<file path="src/rtl/match_chain_pkg.sv">
package match_chain_pkg;
  typedef struct packed {
    logic hit;
    logic multi;
  } stage_res_t;
endpackage

</file>
<file path="src/rtl/match_stage.sv">
module match_stage
  import match_chain_pkg::*;
#(
  parameter int ADDR_W  = 12,
  parameter int PAGE_W  = 4,
  parameter int PAGE_ID = 0
) (
  input  logic                     clk_i,
  input  logic                     rst_ni,
  input  logic                     cmp_i,
  input  logic                     sel_i,
  input  logic                     loc_hit_i,
  input  logic                     loc_multi_i,
  input  logic [ADDR_W-1:0]        loc_addr_i,
  input  logic                     oe_ni,
  input  logic                     last_i,
  input  logic                     match_in_i,
  input  logic                     multi_in_i,
  output logic                     match_out_o,
  output logic                     multi_out_o,
  output logic                     drive_en_o,
  output logic [PAGE_W+ADDR_W-1:0] drive_val_o
);
  localparam int                W        = PAGE_W + ADDR_W;
  localparam logic [PAGE_W-1:0] PAGE_VAL = PAGE_W'(PAGE_ID);

  stage_res_t        res_q;
  logic [ADDR_W-1:0] addr_q;
  logic              win, miss_own;

  always_ff @(posedge clk_i or negedge rst_ni) begin
    if (!rst_ni) begin
      res_q  <= '0;
      addr_q <= '0;
    end else if (cmp_i) begin
      if (sel_i) begin
        res_q.hit   <= loc_hit_i;
        res_q.multi <= loc_hit_i & loc_multi_i;
        addr_q      <= loc_addr_i;
      end else begin
        res_q <= '0; // deselected stage drops old result
      end
    end
  end

  always_comb begin
    match_out_o = match_in_i | res_q.hit;
    multi_out_o = multi_in_i | (res_q.hit & (match_in_i | res_q.multi));
    win         = res_q.hit & ~match_in_i;
    miss_own    = last_i & ~match_out_o;
    drive_en_o  = ~oe_ni & (win | miss_own);
    if (!drive_en_o)  drive_val_o = '0;
    else if (win)     drive_val_o = {PAGE_VAL, addr_q};
    else              drive_val_o = {W{1'b1}};
  end

  p_capture_r2: assert property (@(posedge clk_i) disable iff (!rst_ni)
    $past(cmp_i) && $past(sel_i) |-> res_q.hit == $past(loc_hit_i));

  p_unsel_clear_r11: assert property (@(posedge clk_i) disable iff (!rst_ni)
    $past(cmp_i) && !$past(sel_i) |-> !res_q.hit && !res_q.multi);

  p_addr_hold_r10: assert property (@(posedge clk_i) disable iff (!rst_ni)
    !$past(cmp_i) |-> $stable(addr_q));
endmodule

</file>
<file path="src/rtl/match_bus_merge.sv">
module match_bus_merge #(
  parameter int N_STAGES = 4,
  parameter int W        = 16
) (
  input  logic                  clk_i,
  input  logic                  rst_ni,
  input  logic [N_STAGES-1:0]   drive_en_i,
  input  logic [N_STAGES*W-1:0] drive_val_i,
  output logic [W-1:0]          bus_o,
  output logic                  valid_o
);
  always_comb begin
    bus_o   = '0;
    valid_o = 1'b0;
    for (int k = 0; k < N_STAGES; k++) begin
      bus_o   = bus_o | drive_val_i[k*W +: W];
      valid_o = valid_o | drive_en_i[k];
    end
  end

  p_onehot_drive_r7: assert property (@(posedge clk_i) disable iff (!rst_ni)
    $onehot0(drive_en_i));

  p_valid_one_r7: assert property (@(posedge clk_i) disable iff (!rst_ni)
    valid_o |-> $countones(drive_en_i) == 1);
endmodule

</file>
<file path="src/rtl/match_chain.sv">
module match_chain #(
  parameter int N_STAGES = 4,
  parameter int ADDR_W   = 12,
  parameter int PAGE_W   = 4
) (
  input  logic                         clk_i,
  input  logic                         rst_ni,
  input  logic                         cmp_i,
  input  logic [N_STAGES-1:0]          sel_i,
  input  logic [N_STAGES-1:0]          loc_hit_i,
  input  logic [N_STAGES-1:0]          loc_multi_i,
  input  logic [N_STAGES*ADDR_W-1:0]   loc_addr_i,
  input  logic [N_STAGES-1:0]          oe_ni,
  input  logic [N_STAGES-1:0]          last_cfg_i,
  output logic [N_STAGES-1:0]          drive_en_o,
  output logic [PAGE_W+ADDR_W-1:0]     bus_o,
  output logic                         bus_valid_o,
  output logic                         match_o,
  output logic                         multi_o
);
  localparam int W = PAGE_W + ADDR_W;

  logic [N_STAGES:0]     match_c, multi_c;
  logic [N_STAGES*W-1:0] drive_val;

  assign match_c[0] = 1'b0;
  assign multi_c[0] = 1'b0;

  for (genvar k = 0; k < N_STAGES; k++) begin : g_stage
    match_stage #(.ADDR_W(ADDR_W), .PAGE_W(PAGE_W), .PAGE_ID(k)) u_stage (
      .clk_i       (clk_i),
      .rst_ni      (rst_ni),
      .cmp_i       (cmp_i),
      .sel_i       (sel_i[k]),
      .loc_hit_i   (loc_hit_i[k]),
      .loc_multi_i (loc_multi_i[k]),
      .loc_addr_i  (loc_addr_i[k*ADDR_W +: ADDR_W]),
      .oe_ni       (oe_ni[k]),
      .last_i      (last_cfg_i[k]),
      .match_in_i  (match_c[k]),
      .multi_in_i  (multi_c[k]),
      .match_out_o (match_c[k+1]),
      .multi_out_o (multi_c[k+1]),
      .drive_en_o  (drive_en_o[k]),
      .drive_val_o (drive_val[k*W +: W])
    );

    p_oe_gate_r5: assert property (@(posedge clk_i) disable iff (!rst_ni)
      oe_ni[k] |-> !drive_en_o[k]);

    if (k > 0) begin : g_lower
      p_lower_quiet_r4: assert property (@(posedge clk_i) disable iff (!rst_ni)
        match_c[k] |-> !drive_en_o[k]);
    end
  end

  match_bus_merge #(.N_STAGES(N_STAGES), .W(W)) u_merge (
    .clk_i       (clk_i),
    .rst_ni      (rst_ni),
    .drive_en_i  (drive_en_o),
    .drive_val_i (drive_val),
    .bus_o       (bus_o),
    .valid_o     (bus_valid_o)
  );

  assign match_o = match_c[N_STAGES];
  assign multi_o = multi_c[N_STAGES];

  p_miss_ones_r6: assert property (@(posedge clk_i) disable iff (!rst_ni)
    bus_valid_o && !match_o |-> bus_o == {W{1'b1}});

  p_flags_hold_r10: assert property (@(posedge clk_i) disable iff (!rst_ni)
    !$past(cmp_i) |-> $stable(match_o) && $stable(multi_o));

  p_multi_implies_match_r9: assert property (@(posedge clk_i) disable iff (!rst_ni)
    multi_o |-> match_o);
endmodule

</file>
<file path="config.mk">
export PLATFORM = sky130hd
export DESIGN_NAME = match_chain
export DESIGN_NICKNAME = d
export VERILOG_FILES = /design/src/rtl/match_chain_pkg.sv /design/src/rtl/match_stage.sv /design/src/rtl/match_bus_merge.sv /design/src/rtl/match_chain.sv
export SDC_FILE = /design/constraint.sdc
export NUM_CORES = 1
export LEC_CHECK = 0
export BUFFER_PORTS_ARGS = -buffer_cell sky130_fd_sc_hd__buf_2
export CAP_MARGIN = 0
export CORE_MARGIN = 2
export CORE_UTILIZATION = 55
export CTS_BUF_LIST = sky130_fd_sc_hd__clkbuf_4 sky130_fd_sc_hd__clkbuf_8 sky130_fd_sc_hd__clkbuf_16
export DETAILED_ROUTE_END_ITERATION = 16
export GPL_ROUTABILITY_DRIVEN = 0
export PLACE_DENSITY = 0.95
export SLEW_MARGIN = 20
export SYNTH_ARGS = -nofsm -noshare
export SYNTH_HDL_FRONTEND = slang
export SYNTH_SLANG_ARGS = --single-unit
export TNS_END_PERCENT = 30
</file>
<file path="constraint.sdc">
create_clock -name clk_i -period 3.5 [get_ports clk_i]
set_input_delay 0.7 -clock clk_i [delete_from_list [all_inputs] [get_ports clk_i]]
set_output_delay 0.7 -clock clk_i [all_outputs]
set_load 0.005 [all_outputs]
</file>
==> results.cfg, run 1 <==
[drt]
drc = 0
dr.first_iter.drc_count = 137
antenna_left = 0
vias = 2472
wire_per_inst_um = 17.01
dr.pass1.iters = 6
wl_mm = 7.297
vias_per_cell = 5.762

[floorplan]
rows = 26
core-area_um2 = 5205
dieWidth_um = 78.14
pin_count = 94
die_h_um = 78.14
start_util = 0.5808
die_area_um2 = 6105

[synth]
yosys-top-cells-count = 56 x dfrtp_1, 48 x mux2_2, 28 x nand2_1
yosysMostFrequentCell = dfrtp_1
yosys.cell_types.count = 29
ys_seq_elements = 56
synth_area_per_cell_um2 = 10.61
async_reset_ff_frac = 1.000
synth_flop_cell = dfrtp_1
syn-cell-area_um2 = 3023
syn_nets = 356
ys_seq_area_frac = 0.4636
synth.area.top_cells = dfrtp_1 46%, mux2_2 18%, mux2i_1 7.9%
synth_edf_count = 0
netlist_instances = 285
yosysTopAreaCell = dfrtp_1
synth_top_area_share = 0.4636
synth_warnings = 0

[global_routing]
grt_overflow = 0
grt_max_degree = 31
grt_pass1_wl_mm = 11.76
grt_usage = 0.2504
grt_pass1_vias = 2451
antenna_found_initial = 0

[place]
post-place-ws_ns = 0.7941
portBuffers = 93
dp.final_hpwl_mm = 5.587

[clocking]
clk_pin_slew_ns = 0.10
cts_tree = built
cts_setup_buffers = 0
cts-resized-gates = 0
root_buffer = clkbuf_8
cts_hold_buf = 0
cts_sinks = 56
cts_buffers = 5
cts_buffer_depth = 2
cts_max_level = 2
clock_latency_ns = 0.31

[pwr]
leakage_uw = 0.001622
power_density_nw_per_um2 = 434.7
vdd_drop_max_uv = 318.5

[sta]
fin_hold_ws_ns = 0.3802
fmax_ghz = 0.3258
rsz0062_at_grt = false
clock_skew_ns = 0
slew_headroom = 0.4109
post-route-period-util = 0.8769
finalSetupTns_ns = 0
period_minus_slack_ns = 3.069
setup_viol = 0
maxSlewViolCount = 0
setup_ws_ns = 0.4310
tightest_slew_ns = 0.8836
hold_violations = 0

[setup_path]
critPathKind = flip-flop to primary output
cp-start-kind = flip-flop
crit_fanout = 20
critPathArrivalTime_ns = 2.37
end_kind = primary output
required_ns = 2.80

[final_layout]
fillers = 425
n_antenna_cell = 0
area_delta_synth_final_pct = 16.43
drive_gt1_frac = 0.4290
nNetsFinal = 429
final_util = 0.6762

[worst_hold_path]
hp-class = input port to asynchronous set/reset pin

[outcome]
outcome = finished clean

[job]
max_cap_violations = 0
-- registers in the layout, summed over array words and instances (netlist names) --
signal	cells
g_stage.u_stage.res_q	8
g_stage.u_stage.addr_q	48
-- kinds of logic after synthesis --
family / share of synthesized area
flops: 0.4636
buf+inv: 0.06829
simple gates: 0.1076
compound gates: 0.1022
mux: 0.2583
-- critical path, stage by stage, from the launching register on --
cell       delay, ns
dfrtp_1         0.71
or3_1           0.69
or2_2           0.40
o2111ai_1       0.10
buf_2           0.15
-- layer usage --
layer / global-route usage / vias up / share of wire
met5: 0 / - / 0
met4: 0.1035 / 0 / 0.030
met3: 0.05632 / 23 / 0.079
met2: 0.4121 / 115 / 0.48
met1: 0.3207 / 1183 / 0.41
li1: - / 1151 / -
-- layout make-up --
class,instances,area (um^2),share of cell area
Tap cell,70,87.58,0.02488
Inverter,12,45.04,0.01280
Sequential cell,56,1401,0.3981
Clock buffer,6,82.58,0.02346
Timing Repair Buffer,94,473.0,0.1344
Multi-Input combinational cell,189,1415,0.4021
Clock inverter,2,15.01,0.004266
-- metrics by stage --
stage               instances  power, uW  cell area [um^2]
finish                    429       1530              3520
global route              429       1611              3520
CTS                       429       1539              3520
detailed placement        421       1168              3422
global placement          421       1148              3422
floorplan                 285       1029              3023
-- layout by cell type (no fill, tap or decap), drive strengths merged --
cell type	instances
clkinvlp	2
nor4	1
nor3	2
clkbuf	6
o2111ai	2
o22ai	12
dfrtp	56
or2	2
nand4	5
buf	94
o21ai	9
nand2b	2
o32ai	1
nand2	28
nor2b	1
nor2	3
nand3	6
nor3b	1
a211oi	1
inv	12
o221ai	1
mux2	48
o21bai	2
a21oi	24
or4	1
mux2i	24
or3	13
-- path summary, 6_finish.rpt --
path	start	to	slack [ns]	cells past startpoint
worst min-delay path	rst_ni	g_stage[0].u_stage.addr_q[3]$_DFFE_PN0P_	0.38	1
worst min register to register	g_stage[3].u_stage.addr_q[1]$_DFFE_PN0P_	g_stage[3].u_stage.addr_q[1]$_DFFE_PN0P_	0.52	1
worst max register to register	g_stage[0].u_stage.res_q[1]$_DFFE_PN0P_	g_stage[0].u_stage.res_q[1]$_DFFE_PN0P_	2.06	2
worst max-delay path	g_stage[0].u_stage.res_q[1]$_DFFE_PN0P_	bus_valid_o	0.43	4
max in group asynchronous	rst_ni	g_stage[3].u_stage.addr_q[0]$_DFFE_PN0P_	2.31	2
min in group clk_i	g_stage[3].u_stage.addr_q[1]$_DFFE_PN0P_	g_stage[3].u_stage.addr_q[1]$_DFFE_PN0P_	0.52	1
-- power by group --
part / switching [uW] / internal, uW / leakage, uW / total [uW]
clock: 210 / 160 / 0.0000434 / 370
sequential: 75.6 / 734 / 0.000669 / 810
combinational: 161 / 189 / 0.000909 / 350
Note: power is estimated with default switching activity, not from simulation.
==> run 2: changes to the inputs <==
- ABC_AREA: unset -> 1
==> run 2 against run 1 <==
Against the previous run: final area decreased by 1.8%; cell count increased by 31%; first-iteration DRC count increased by 79%; global-route usage decreased by 0.069 points; count of clock-buffer cells in the layout unchanged; register-to-register slack improved by 0.45 ns; power decreased by 0.22%; fmax increased by 14%; largest cell class is now registers.
==> results.cfg, run 2 <==
[floorplan]
die_area_um2 = 5930
dieWidth_um = 77.01
pin_count = 94
die_h_um = 77.01
start_util = 0.5704
core-area_um2 = 5140
rows = 26

[synth]
synth_warnings = 0
synth.area.top_cells = dfrtp_1 48%, nand2_1 23%, nor2_1 8.2%
ys_seq_elements = 56
syn_nets = 485
yosysMostFrequentCell = nand2_1
synth_edf_count = 0
async_reset_ff_frac = 1.000
netlist_instances = 414
synth_area_per_cell_um2 = 7.081
yosys-top-cells-count = 176 x nand2_1, 64 x nor2_1, 56 x dfrtp_1
syn-cell-area_um2 = 2932
ys_seq_area_frac = 0.4780
yosysTopAreaCell = dfrtp_1
yosys.cell_types.count = 20
synth_flop_cell = dfrtp_1
synth_top_area_share = 0.4780

[drt]
vias_per_cell = 4.972
dr.first_iter.drc_count = 245
wire_per_inst_um = 12.74
antenna_left = 0
wl_mm = 7.188
drc = 0
vias = 2804
dr.pass1.iters = 6

[clocking]
cts_setup_buffers = 0
clk_pin_slew_ns = 0.10
clock_latency_ns = 0.31
cts_tree = built
cts_hold_buf = 0
cts_sinks = 56
cts-resized-gates = 0
root_buffer = clkbuf_8
cts_buffers = 5
cts_max_level = 2
cts_buffer_depth = 2

[pwr]
power_switching_uw = 449.6
power_density_nw_per_um2 = 441.6
comb_power_share = 0.219
power.internal_uw = 1077
clkPwrFrac = 0.282
leakage_uw = 0.001949
swShare = 0.2945
sequentialPowerShare = 0.499
vdd_drop_max_uv = 259.5

[global_routing]
antenna_found_initial = 0
grt_pass1_wl_mm = 11.83
grt_max_degree = 57
grt_overflow = 0
grt_usage = 0.2497
grt_pass1_vias = 2627

[sta]
slew_headroom = 0.5397
tightest_slew_ns = 0.6905
rsz0062_at_grt = false
fmax_ghz = 0.3701
setup_viol = 0
hold_violations = 0
period_minus_slack_ns = 2.702
finalSetupTns_ns = 0
clock_skew_ns = 0
post-route-period-util = 0.7721
fin_hold_ws_ns = 0.4839
maxSlewViolCount = 0

[setup_path]
critPathSlowestCell = dfrtp_1
required_ns = 2.80
r2r-start = g_stage[3].u_stage.res_q[1]$_DFFE_PN0P_
cp-start-kind = flip-flop
path_delay_family = simple AND/OR/NAND/NOR gates
critPathKind = flip-flop to primary output
crit_chain = inv_2 -> nand2_1 -> nor2_2 -> nand2_1 -> nand2_1 -> nand3_1 -> buf_2
critPathArrivalTime_ns = 2.00
rr_worst_depth = 2
cp.depth = 7
cp-startpoint = g_stage[0].u_stage.res_q[1]$_DFFE_PN0P_
end_kind = primary output
endpoint = bus_o[11]
timing.rr.end = g_stage[3].u_stage.res_q[1]$_DFFE_PN0P_
reg2reg_setup_slack_ns = 2.51
cp.buffers_inverters = 2
crit_path_frequent_cell = nand2_1
crit_fanout = 17
critical-path-max-stage-delay_ns = 0.47

[final_layout]
n_antenna_cell = 0
nNetsFinal = 564
reg_top3 = g_stage.u_stage.addr_q: 48 flops, g_stage.u_stage.res_q: 8 flops
fillers = 453
final_common_cell = nand2_1
largest_reg_flops = 48
area_delta_synth_final_pct = 17.93
layout_common_cells = 176 x nand2_1, 93 x buf_2, 64 x nor2_1
final_util = 0.6726
drive_gt1_frac = 0.2510
regMostFlops = g_stage.u_stage.addr_q

[job]
max_cap_violations = 0

[worst_hold_path]
hp-class = flip-flop to flip-flop

[place]
portBuffers = 93
dp.final_hpwl_mm = 5.366

[outcome]
outcome = finished clean
run 2: cells by family after synthesis:
logic type      after synthesis  share of synthesized area
flops                        56                     0.4780
buf+inv                      53                    0.08962
simple gates                279                     0.3858
compound gates               26                    0.04652
run 2: layout make-up:
cell class | instances | area, um^2 | share of cell area
multi-input combinational | 305 | 1267 | 0.3666
tap | 70 | 87.58 | 0.02533
clock buffer | 6 | 76.32 | 0.02208
inverter | 31 | 116.4 | 0.03366
timing repair buffer | 94 | 473.0 | 0.1368
clock inverter | 2 | 35.03 | 0.01013
sequential | 56 | 1401 | 0.4054
run 2: worst register-to-register path: cells and delay by family (launching register included):
kind / cells / cell delay [ns]
compound gates: 1 / 0.13
buf+inv: 1 / 0.31
flops: 1 / 0.43
run 2: how the worst min path moves through the flow:
stage,slack [ns],cells past startpoint,to,startpoint
floorplan,0.40,0,g_stage[0].u_stage.addr_q[0]$_DFFE_PN0P_,rst_ni
global placement,0.46,2,g_stage[3].u_stage.addr_q[4]$_DFFE_PN0P_,g_stage[3].u_stage.addr_q[4]$_DFFE_PN0P_
detailed placement,0.46,2,g_stage[3].u_stage.addr_q[3]$_DFFE_PN0P_,g_stage[3].u_stage.addr_q[3]$_DFFE_PN0P_
CTS,0.49,2,g_stage[3].u_stage.addr_q[3]$_DFFE_PN0P_,g_stage[3].u_stage.addr_q[3]$_DFFE_PN0P_
global route,0.51,2,g_stage[3].u_stage.addr_q[3]$_DFFE_PN0P_,g_stage[3].u_stage.addr_q[3]$_DFFE_PN0P_
finish,0.48,2,g_stage[3].u_stage.addr_q[2]$_DFFE_PN0P_,g_stage[3].u_stage.addr_q[2]$_DFFE_PN0P_
run 2: stage by stage:
stage	instances	instance area (um^2)	setup slack, ns	power (uW)
after global placement	556	3346	0.9803	1094
after detailed placement	556	3346	0.9805	1106
after global routing	564	3457	0.6263	1601
after CTS	564	3457	0.8174	1527
after floorplan	414	2932	1.412	975.9
final	564	3457	0.7978	1527
run 2: power by group through the flow:
| stage | clock network [uW] | registers (uW) | logic [uW] |
|---|---|---|---|
| CTS | 430 | 761 | 337 |
| global placement | 0 | 768 | 325 |
| floorplan | 0 | 761 | 215 |
| global route | 451 | 768 | 381 |
| finish | 430 | 762 | 335 |
| detailed placement | 0 | 773 | 333 |
run 2: metal layers:
| layer | wire length (um) | vias up | GRT usage |
|---|---|---|---|
| met4 | 111 | 0 | 0.05714 |
| met2 | 3327 | 119 | 0.4132 |
| li1 | - | 1400 | - |
| met1 | 3221 | 1269 | 0.3391 |
| met5 | 0 | - | 0 |
| met3 | 528 | 16 | 0.05529 |
